--- src/rtl/gf_psum_pkg.sv ---
package gf_psum_pkg;

  // Upper bound on pipeline depth carried by the strobe bundle.
  localparam int MAX_STAGES = 16;

  // Strobes sent from the control part to the datapath.
  typedef struct packed {
    logic [MAX_STAGES-1:0] loadEn;  // stage k register captures this cycle
  } psum_strobe_t;

endpackage

--- src/rtl/gf_psum_cell.sv ---
// One systolic step: shift the running product by x, reduce, and
// conditionally accumulate the squared operand (AND feeding XOR).
module gf_psum_cell #(
  parameter int         M    = 4,
  parameter logic [M:0] POLY = 5'b10011
) (
  input  logic [M-1:0] pIn,
  input  logic [M-1:0] sIn,
  input  logic         aBit,
  output logic [M-1:0] pOut
);

  logic [M-1:0] shifted;

  assign shifted = {pIn[M-2:0], 1'b0} ^ ({M{pIn[M-1]}} & POLY[M-1:0]);
  assign pOut    = shifted ^ ({M{aBit}} & sIn);

endmodule

--- src/rtl/gf_psum_ctrl.sv ---
// Valid-flag shift chain; produces per-stage load strobes.
module gf_psum_ctrl
  import gf_psum_pkg::*;
#(
  parameter int M = 4
) (
  input  logic         clk,
  input  logic         rstN,
  input  logic         inVld,
  output psum_strobe_t strb,
  output logic         outVld
);

  logic [M-1:0] vldPipe;

  always_ff @(posedge clk or negedge rstN) begin
    if (!rstN) begin
      vldPipe <= '0;
    end else begin
      vldPipe <= {vldPipe[M-2:0], inVld};
    end
  end

  always_comb begin
    strb           = '0;
    strb.loadEn[0] = inVld;
    for (int k = 1; k < M; k++) begin
      strb.loadEn[k] = vldPipe[k-1];
    end
  end

  assign outVld = vldPipe[M-1];

endmodule

--- src/rtl/gf_psum_datapath.sv ---
// Squaring network followed by M registered cells. Data registers
// load only when their stage strobe is set and carry no reset.
module gf_psum_datapath
  import gf_psum_pkg::*;
#(
  parameter int         M    = 4,
  parameter logic [M:0] POLY = 5'b10011
) (
  input  logic         clk,
  input  psum_strobe_t strb,
  input  logic [M-1:0] aIn,
  input  logic [M-1:0] bIn,
  input  logic [M-1:0] cIn,
  output logic [M-1:0] resOut
);

  localparam int LAST = M - 1;

  function automatic logic [M-1:0] mulByX(input logic [M-1:0] v);
    return {v[M-2:0], 1'b0} ^ ({M{v[M-1]}} & POLY[M-1:0]);
  endfunction

  // Squaring is linear over GF(2): bit i of B contributes x^(2i) mod POLY.
  function automatic logic [M-1:0] squareOf(input logic [M-1:0] b);
    logic [M-1:0] acc;
    logic [M-1:0] pw;
    acc = '0;
    pw  = {{(M-1){1'b0}}, 1'b1};
    for (int i = 0; i < M; i++) begin
      if (b[i]) acc = acc ^ pw;
      pw = mulByX(mulByX(pw));
    end
    return acc;
  endfunction

  logic [M-1:0] sqIn;
  logic [M-1:0] pPipe [M];
  logic [M-1:0] aPipe [LAST];
  logic [M-1:0] cPipe [LAST];
  logic [M-1:0] sPipe [LAST];

  assign sqIn = squareOf(bIn);

  for (genvar k = 0; k < M; k++) begin : g_stage
    logic [M-1:0] pPrev;
    logic [M-1:0] sPrev;
    logic [M-1:0] aPrev;
    logic [M-1:0] cPrev;
    logic [M-1:0] pNext;

    if (k == 0) begin : g_head
      assign pPrev = '0;
      assign sPrev = sqIn;
      assign aPrev = aIn;
      assign cPrev = cIn;
    end else begin : g_body
      assign pPrev = pPipe[k-1];
      assign sPrev = sPipe[k-1];
      assign aPrev = aPipe[k-1];
      assign cPrev = cPipe[k-1];
    end

    gf_psum_cell #(
      .M   (M),
      .POLY(POLY)
    ) u_cell (
      .pIn (pPrev),
      .sIn (sPrev),
      .aBit(aPrev[M-1-k]),
      .pOut(pNext)
    );

    if (k == LAST) begin : g_tail
      logic [M-1:0] resReg;
      logic         unusedTail;
      always_ff @(posedge clk) begin
        if (strb.loadEn[k]) resReg <= pNext ^ cPrev;
      end
      assign pPipe[k]   = resReg;
      assign unusedTail = ^aPrev;
    end else begin : g_carry
      logic [M-1:0] pReg;
      logic [M-1:0] aReg;
      logic [M-1:0] cReg;
      logic [M-1:0] sReg;
      always_ff @(posedge clk) begin
        if (strb.loadEn[k]) begin
          pReg <= pNext;
          aReg <= aPrev;
          cReg <= cPrev;
          sReg <= sPrev;
        end
      end
      assign pPipe[k] = pReg;
      assign aPipe[k] = aReg;
      assign cPipe[k] = cReg;
      assign sPipe[k] = sReg;
    end
  end

  assign resOut = pPipe[LAST];

endmodule

--- src/rtl/gf_psum.sv ---
// Thin top: control and datapath of the A*B^2+C pipeline.
module gf_psum
  import gf_psum_pkg::*;
#(
  parameter int         M    = 4,
  parameter logic [M:0] POLY = 5'b10011
) (
  input  logic         clk,
  input  logic         rstN,
  input  logic         inVld,
  input  logic [M-1:0] aIn,
  input  logic [M-1:0] bIn,
  input  logic [M-1:0] cIn,
  output logic         outVld,
  output logic [M-1:0] resOut
);

  psum_strobe_t strb;

  gf_psum_ctrl #(
    .M(M)
  ) u_ctrl (
    .clk   (clk),
    .rstN  (rstN),
    .inVld (inVld),
    .strb  (strb),
    .outVld(outVld)
  );

  gf_psum_datapath #(
    .M   (M),
    .POLY(POLY)
  ) u_dp (
    .clk   (clk),
    .strb  (strb),
    .aIn   (aIn),
    .bIn   (bIn),
    .cIn   (cIn),
    .resOut(resOut)
  );

endmodule

--- config.mk ---
export PLATFORM = sky130hd
export DESIGN_NAME = gf_psum
export DESIGN_NICKNAME = d
export VERILOG_FILES = /design/src/rtl/gf_psum_pkg.sv /design/src/rtl/gf_psum_cell.sv /design/src/rtl/gf_psum_ctrl.sv /design/src/rtl/gf_psum_datapath.sv /design/src/rtl/gf_psum.sv
export SDC_FILE = /design/constraint.sdc
export NUM_CORES = 1
export LEC_CHECK = 0
export ABC_AREA = 1
export ABC_CLOCK_PERIOD_IN_PS = 1600
export BUFFER_PORTS_ARGS = -buffer_cell sky130_fd_sc_hd__buf_2
export CORE_MARGIN = 1.5
export CORE_UTILIZATION = 30
export CTS_CLUSTER_SIZE = 14
export DETAILED_ROUTE_END_ITERATION = 10
export PLACE_DENSITY = 0.55
export SYNTH_ARGS = -nofsm -noshare
export SYNTH_HDL_FRONTEND = slang
export SYNTH_SLANG_ARGS = --single-unit
--- constraint.sdc ---
create_clock -name clk -period 1.6 [get_ports clk]
set_input_delay 0.08 -clock clk [delete_from_list [all_inputs] [get_ports clk]]
set_output_delay 0.08 -clock clk [all_outputs]
set_load 0.005 [all_outputs]
Word level (Yosys, flattened, before mapping)
Index checks and enable logic that the tools add are counted.
- logic and storage cells: 32
- register bits: 50
- bitwise logic cells: 14
- muxes and demuxes: 4
- operator list (kind ; count):
    $and 4x4->4 ; 4
    $xor 4x4->4 ; 4
    $xor 4x2->4 ; 3
    $mux 4 ; 1
    $mux 3 ; 1
    $mux 2 ; 1
    $not 1->2 ; 1
    $not 2->2 ; 1
    $mux 1 ; 1
    $not 1->1 const A ; 1

Depth between registers and ports, before layout
Gate-level depths: netlist of run 1.
- depth in word-level cells: 6
- depth in mapped cells: 6
- mapped depth without buffers: 5

Hierarchy
From an unflattened synthesis of run 1, not the netlist that was laid out.
- cell total of the unflattened synthesis: 163
- area total of the unflattened synthesis: 2024.4 µm²
- by module, submodules not included (module ; times used ; cells an instance ; area each (µm²) ; sequential area each (µm²)):
    gf_psum_datapath ; 1 ; 77 ; 1497.7 ; 1381.3
    gf_psum_cell ; 4 ; 17 ; 81.3 ; 0.0
    gf_psum_ctrl ; 1 ; 18 ; 201.4 ; 100.1

Worst setup path before layout of run 1
OpenSTA, ideal clock, no wires.
- path kind: reg2reg
- start: register u_dp.g_stage[2].g_carry.pReg[3]
- end: register u_dp.g_stage[3].g_tail.resReg[0], in the netlist u_dp.resOut[0] (data pin)
- path slack: 0.620 ns
- library setup time: 0.252 ns
- cell stages (with the launch flop): 5
- arrival time: 0.728 ns
- path through: edfxtp_1 clkbuf_2 xor2_1 nand2_1 nand2_1
- cells in the longest elaborated chain, start to end: 3
- ends and longest elaborated chain (what ; RTL line ; RTL):
    start, declared ; gf_psum_datapath.sv:82 ; logic [M-1:0] pReg;
    start signal, assigned ; gf_psum_datapath.sv:88 ; pReg <= pNext;
    $xor 4x2->4 ; gf_psum_cell.sv:15 ; assign shifted = {pIn[M-2:0], 1'b0} ^ ({M{pIn[M-1]}} & POLY[M-1:0]);
    $xor 4x4->4 ; gf_psum_cell.sv:16 ; assign pOut = shifted ^ ({M{aBit}} & sIn);
    $xor 4x4->4 ; gf_psum_datapath.sv:77 ; if (strb.loadEn[k]) resReg <= pNext ^ cPrev;
    end signal, assigned ; gf_psum_datapath.sv:77 ;
    end, declared ; gf_psum_datapath.sv:74 ; logic [M-1:0] resReg;
No other way between the ends.
A chain may end at the register's enable or synchronous reset.

Worst setup path after layout of run 1
- start: register u_ctrl.vldPipe[0]
- end: register u_dp.g_stage[1].g_carry.pReg[3] (enable)
- RTL lines (what ; RTL line ; RTL):
    start, declared ; gf_psum_ctrl.sv:14 ; logic [M-1:0] vldPipe;
    start signal, assigned ; gf_psum_ctrl.sv:20 ; vldPipe <= {vldPipe[M-2:0], inVld};
    end signal, assigned ; gf_psum_datapath.sv:88 ;
    end, declared ; gf_psum_datapath.sv:82 ;
No word-level cell between the ends.

==> results of run 1 <==
sequential cells by signal, indices dropped and copies added (netlist names):
name                       count
u_dp.resOut                    4
u_dp.g_stage.g_carry.cReg     12
u_ctrl.vldPipe                 4
u_dp.g_stage.g_carry.aReg      6
u_dp.g_stage.g_carry.sReg     12
u_dp.g_stage.g_carry.pReg     12
placed cells by master (no fill, tap or decap), drive strengths merged, types with 4 or more instances in the layout:
cell type / instances
xnor2: 12
dlygate4sd3: 9
clkbuf: 6
inv: 12
buf: 19
edfxtp: 46
nand2: 38
xor2: 5
dfrtp: 4
layer usage:
| metal | vias up | wire (µm) |
|---|---|---|
| met2 | 18 | 1240 |
| met4 | 0 | 21 |
| met3 | 2 | 109 |
| met1 | 442 | 969 |
| met5 | - | 0 |
| li1 | 483 | - |
stage by stage:
stage / hold slack, ns / utilization (%) / area, µm²
2_1_floorplan: -0.216 / - / 1860
3_3_place_gp: -0.106 / 34.4 / 2050
3_5_place_dp: -0.0951 / 34.4 / 2050
4_1_cts: 0.00128 / 37.2 / 2220
5_1_grt: 0.00254 / 37.2 / 2220
6_report: 0.0105 / 37.2 / 2220
synthesized netlist by cell type (all sizes together):
cell    number  area, µm²
clkbuf       1       5.00
dfrtp        4        100
xor2         5       43.8
edfxtp      46       1380
inv         12       45.0
a21oi        2       10.0
xnor2       12        105
nand3        2       10.0
nand2       38        143
or2          2       12.5
nor2         2       7.51
worst paths after layout:
kind	start	to	slack, ns	cells past startpoint
max	u_ctrl.vldPipe[0]	u_dp.g_stage[1].g_carry.pReg[3]	0.56	0
min	bIn[3]	u_dp.g_stage[0].g_carry.sReg[3]	0.01	1
max reg2reg	u_ctrl.vldPipe[0]	u_dp.g_stage[1].g_carry.pReg[3]	0.56	0
min reg2reg	u_dp.g_stage[0].g_carry.cReg[2]	u_dp.g_stage[1].g_carry.cReg[2]	0.42	0
max in group asynchronous	rstN	u_ctrl.vldPipe[0]	1.35	2
min in group asynchronous	rstN	u_ctrl.vldPipe[2]	0.12	2
cell families (layout without fill, tap and decap cells):
| kind of cell | after synthesis | after routing | synth area share (%) |
|---|---|---|---|
| AO/OA/AOI/OAI | 2 | 2 | 0.537 |
| XOR/XNOR | 17 | 17 | 7.99 |
| buffers and inverters | 13 | 48 | 2.69 |
| flip-flops | 50 | 50 | 79.5 |
| AND/OR/NAND/NOR | 44 | 44 | 9.27 |
cell type report:
| class | count | area, µm² | share of cell area [%] |
|---|---|---|---|
| Tap cell | 75 | 93.8 | 4.23 |
| Sequential cell | 50 | 1480 | 66.8 |
| Multi-Input combinational cell | 63 | 332 | 14.9 |
| Clock buffer | 6 | 72.6 | 3.27 |
| Clock inverter | 2 | 8.76 | 0.395 |
| Timing Repair Buffer | 28 | 185 | 8.35 |
| Inverter | 12 | 45.0 | 2.03 |
where the power goes:
part / switching [µW] / total, µW / internal [µW]
registers: 71.3 / 1640 / 1570
clock network: 370 / 671 / 301
logic: 82.9 / 187 / 104
==> results_dict.tcl, run 1 <==
set metrics [dict create \
    grt_antenna_before_repair 0 \
    grt_most_used_layer "met2" \
    slew_headroom_pct 64.4 \
    setup.worst_path.end_class "register" \
    timing.setup.tns_ns 0 \
    vdd_ir_drop_max_uv 329 \
    critical_path.max_fanout 15 \
    synth.ff_latch_count 50 \
    synth_area_per_cell_um2 14.8 \
    die_w_um 81.8 \
    dieArea_um2 6690 \
    viasPerCell 4.00 \
    gpl_wtd_cong 0.746 \
    grt_use_total_pct 8.32 \
    total_power_uw 2500 \
    flow.area_growth_from_synthesis_pct 19.1 \
    grt-ovfl-total 0 \
    die_h_um 81.8 \
    starting_utilization_of_the_core_area_pct 31.3 \
    use_met1_pct 8.43 \
    finalWorstSetupSlack_ns 0.561 \
    maxCapViolCount 0 \
    n_fill_cell 575 \
    ys_seq_area_share_pct 79.5 \
    worst_ep_arrival_time_ns 0.97 \
    final_antenna_net_count 0 \
    layout.nets 175 \
    cts.path.max_buffers 2 \
    drtIter0Drc 46 \
    global_route.usage.met3_pct 4.33 \
    number_of_distinct_library_cell_variants_in_the_gate_level_netlist_after_synthesis 11 \
    clock-root-buffer "sky130_fd_sc_hd__clkbuf_8" \
    achievable-frequency_mhz 962 \
    cts-htree-levels 2 \
    dp.cells 219 \
    synth.yosys.warnings 0 \
    synthesis.instances 126 \
    first_global_vias 934 \
    dr_total_vias 945 \
    power.density_nw_per_um2 1130 \
    max_slew.worst_pin.slew_ns 0.533 \
    final_period_minus_worst_setup_slack_ns 1.04 \
    cts_post_setup_buffers_inserted 0 \
    diodes 0 \
    row_count 28 \
    place.port_buffers 19 \
    core_area_um2 5960 \
    number_of_detailed_routing_iterations_run_before_antenna_repair 4 \
    boundaryPins 20 \
    ratio_of_final_minimum_period_to_clock_period_pct 64.9 \
    total_leakage_power_uw 0.000902 \
    detail_route.wirelength_um 2340 \
    route.detailed.wl_per_inst_um 9.89 \
    post_layout_nonfiller_instances 236 \
    drc 0 \
    hpwlAfterDp_um 1720 \
    setup-violations-final 0 \
    global_route.usage.met2_pct 14.3 \
    slew_violations 0 \
    grt_pass1_wl_um 3940 \
    timing.hold.worst.class "in2reg" \
    worstSkewPairLatency_ns 0.29 \
    crit_type "reg2reg" \
    cts_inserted_buffers 5 \
    syn-num-nets 141 \
    final_hold_viol_count 0 \
    run_status "complete, no violations" \
    cp_data_required_time_ns 1.53 \
    clk_pin_slew_ns 0.08 \
    tritoncts "yes" \
    final_layout_size_suffix_gt1_share_pct 15.5 \
    post_cts.resized_instances 0 \
    place_ws_ns 0.546 \
    grt_start_max_net_pins 17 \
    syn-cell-area_um2 1860 \
    setup_repair_after_global_routing_missed_its_margin "false" \
    timing.clock.skew_ns 0.00351 \
    hold_buffers 9 \
    clock_sinks 50 \
    startpoint_type "register" \
]
Power figures use the tool's default switching activity.
==> run 2, diff against run 1 <==
--- a/config.mk
+++ b/config.mk
@@ -6,7 +6,7 @@
 export NUM_CORES = 1
 export LEC_CHECK = 0
 export ABC_AREA = 1
-export ABC_CLOCK_PERIOD_IN_PS = 1600
+export ABC_CLOCK_PERIOD_IN_PS = 1100
 export BUFFER_PORTS_ARGS = -buffer_cell sky130_fd_sc_hd__buf_2
 export CORE_MARGIN = 1.5
 export CORE_UTILIZATION = 30
==> constraint.sdc (replaced) <==
create_clock -name clk -period 1.1 [get_ports clk]
set_input_delay 0.055 -clock clk [delete_from_list [all_inputs] [get_ports clk]]
set_output_delay 0.055 -clock clk [all_outputs]
set_load 0.005 [all_outputs]
==> run 2 against run 1 <==
  * Largest power group unchanged
  * Non-clock buffer count is 3 higher
  * Worst hold slack better by 0.029 ns
  * Global-route usage is 0.24 points higher
  * Worst setup slack worse by 0.52 ns
==> results_dict.tcl, run 2 (synthesis results as in run 1) <==
set metrics [dict create \
    grt_antenna_before_repair 0 \
    gpl_wtd_cong 0.753 \
    fin_worst_hold_slack_ns 0.0397 \
    viasPerCell 3.97 \
    crit-reg2reg-launch "u_dp.g_stage[2].g_carry.pReg[3]" \
    r2r.worst_path.cells 4 \
    layout.cells.most_common "sky130_fd_sc_hd__edfxtp_1" \
    setup.worst_path.end_class "register" \
    die_h_um 81.8 \
    row_count 28 \
    place.port_buffers 19 \
    grt_use_total_pct 8.56 \
    detail_route.wirelength_um 2300 \
    clock_sinks 50 \
    crit_type "reg2reg" \
    clock-root-buffer "sky130_fd_sc_hd__clkbuf_8" \
    run_status "complete, no violations" \
    worstHoldStart "aIn[3]" \
    cts.path.max_buffers 2 \
    dieArea_um2 6690 \
    grt_start_max_net_pins 17 \
    timing.rr.end "u_dp.resOut[1]" \
    final_period_minus_worst_setup_slack_ns 1.06 \
    final_hold_viol_count 0 \
    clk_pin_slew_ns 0.09 \
    ff2ff_setup_slack_ns 0.04 \
    final_layout_size_suffix_gt1_share_pct 17.7 \
    holdPathStages 3 \
    number_of_detailed_routing_iterations_run_before_antenna_repair 4 \
    tritoncts "yes" \
    final_antenna_net_count 0 \
    hpwlAfterDp_um 1680 \
    setup-violations-final 0 \
    max_slew.worst_pin.slew_ns 0.352 \
    core_area_um2 5960 \
    ratio_of_final_minimum_period_to_clock_period_pct 96.5 \
    n_fill_cell 588 \
    dr_total_vias 948 \
    cts_inserted_buffers 5 \
    achievable-frequency_mhz 942 \
    first_global_vias 978 \
    cts_post_setup_buffers_inserted 0 \
    cts-htree-levels 2 \
    layout.nets 178 \
    layout_common_cells "sky130_fd_sc_hd__edfxtp_1, sky130_fd_sc_hd__nand2_1, sky130_fd_sc_hd__buf_2" \
    drc 0 \
    route.detailed.wl_per_inst_um 9.61 \
    register_area_um2 1480 \
    die_w_um 81.8 \
    multi_input_comb_area_um2 337 \
    vdd_ir_drop_max_uv 702 \
    setup_repair_after_global_routing_missed_its_margin "false" \
    maxCapViolCount 0 \
    boundaryPins 20 \
    timing.clock.skew_ns 0.00799 \
    total_leakage_power_uw 0.000930 \
    startpoint_type "register" \
    power.density_nw_per_um2 1710 \
    diodes 0 \
    reg_top3 "u_dp.g_stage.g_carry.cReg x12, u_dp.g_stage.g_carry.pReg x12, u_dp.g_stage.g_carry.sReg x12" \
    slew_headroom_pct 76.5 \
    grt_pass1_wl_um 4030 \
    timing.hold.worst.class "in2reg" \
    worstSkewPairLatency_ns 0.30 \
    flow.area_growth_from_synthesis_pct 22.9 \
    critical_path.max_fanout 5 \
    grt-ovfl-total 0 \
    cp_data_required_time_ns 1.16 \
    worst_ep_arrival_time_ns 1.12 \
    drtIter0Drc 39 \
    starting_utilization_of_the_core_area_pct 31.3 \
    slew_violations 0 \
    timing.setup.tns_ns 0 \
    timing.hold.worst_endpoint "u_dp.g_stage[0].g_carry.pReg[1]" \
]
-- run 2: area by class of cell --
cell class / count / area share (%)
clock buffer: 6 / 3.17
clock inverter: 2 / 1.64
inverter: 12 / 1.97
multi-input combinational: 63 / 14.7
sequential: 50 / 64.7
tap: 75 / 4.10
timing repair buffer: 31 / 9.73
-- run 2: worst max path at each step --
stage                                    startpoint              to  slack (ns)  cells past startpoint
CTS                 u_dp.g_stage[2].g_carry.pReg[3]  u_dp.resOut[1]        0.04                      4
finish              u_dp.g_stage[2].g_carry.pReg[3]  u_dp.resOut[1]        0.04                      4
global placement    u_dp.g_stage[2].g_carry.pReg[3]  u_dp.resOut[0]        0.12                      3
floorplan           u_dp.g_stage[2].g_carry.pReg[3]  u_dp.resOut[0]        0.12                      4
detailed placement  u_dp.g_stage[2].g_carry.pReg[3]  u_dp.resOut[1]        0.06                      4
global route        u_dp.g_stage[2].g_carry.aReg[0]  u_dp.resOut[1]       0.008                      5
-- run 2: power breakdown --
group,internal (µW),switching (µW)
sequential,2280,89.2
combinational,163,139
clock,678,564
total,3120,792
-- run 2: through the flow --
step                      instance area [µm²]  setup slack (ns)  instances  util, %  total power [µW]
after floorplan                          1860             0.120        126        -              2580
after global placement                   2070             0.121        221     34.8              2680
after detailed placement                 2070            0.0617        221     34.8              2700
after CTS                                2280            0.0407        239     38.4              3970
after global routing                     2290           0.00764        239     38.4              4130
final                                    2290            0.0385        239     38.4              3920
-- run 2: worst max-delay path, stage by stage (launching register included) --
cell	delay, ns
sky130_fd_sc_hd__edfxtp_1	0.49
sky130_fd_sc_hd__nor2_1	0.14
sky130_fd_sc_hd__nor2_1	0.07
sky130_fd_sc_hd__nand3_1	0.06
sky130_fd_sc_hd__nand2_1	0.05
-- run 2: timing repair --
action / CTS / global route
hold buffers: 10 / 0
gates resized for setup: 0 / 1
endpoints found under the hold margin: 13 / 0
setup endpoints to repair: 0 / 1
-- run 2: layer usage --
metal	vias to the layer above	wire, µm	track usage [%]
met5	-	0	0
met4	0	48	4.07
met3	7	116	4.00
met2	21	1220	15.4
met1	430	913	8.15
li1	490	-	-
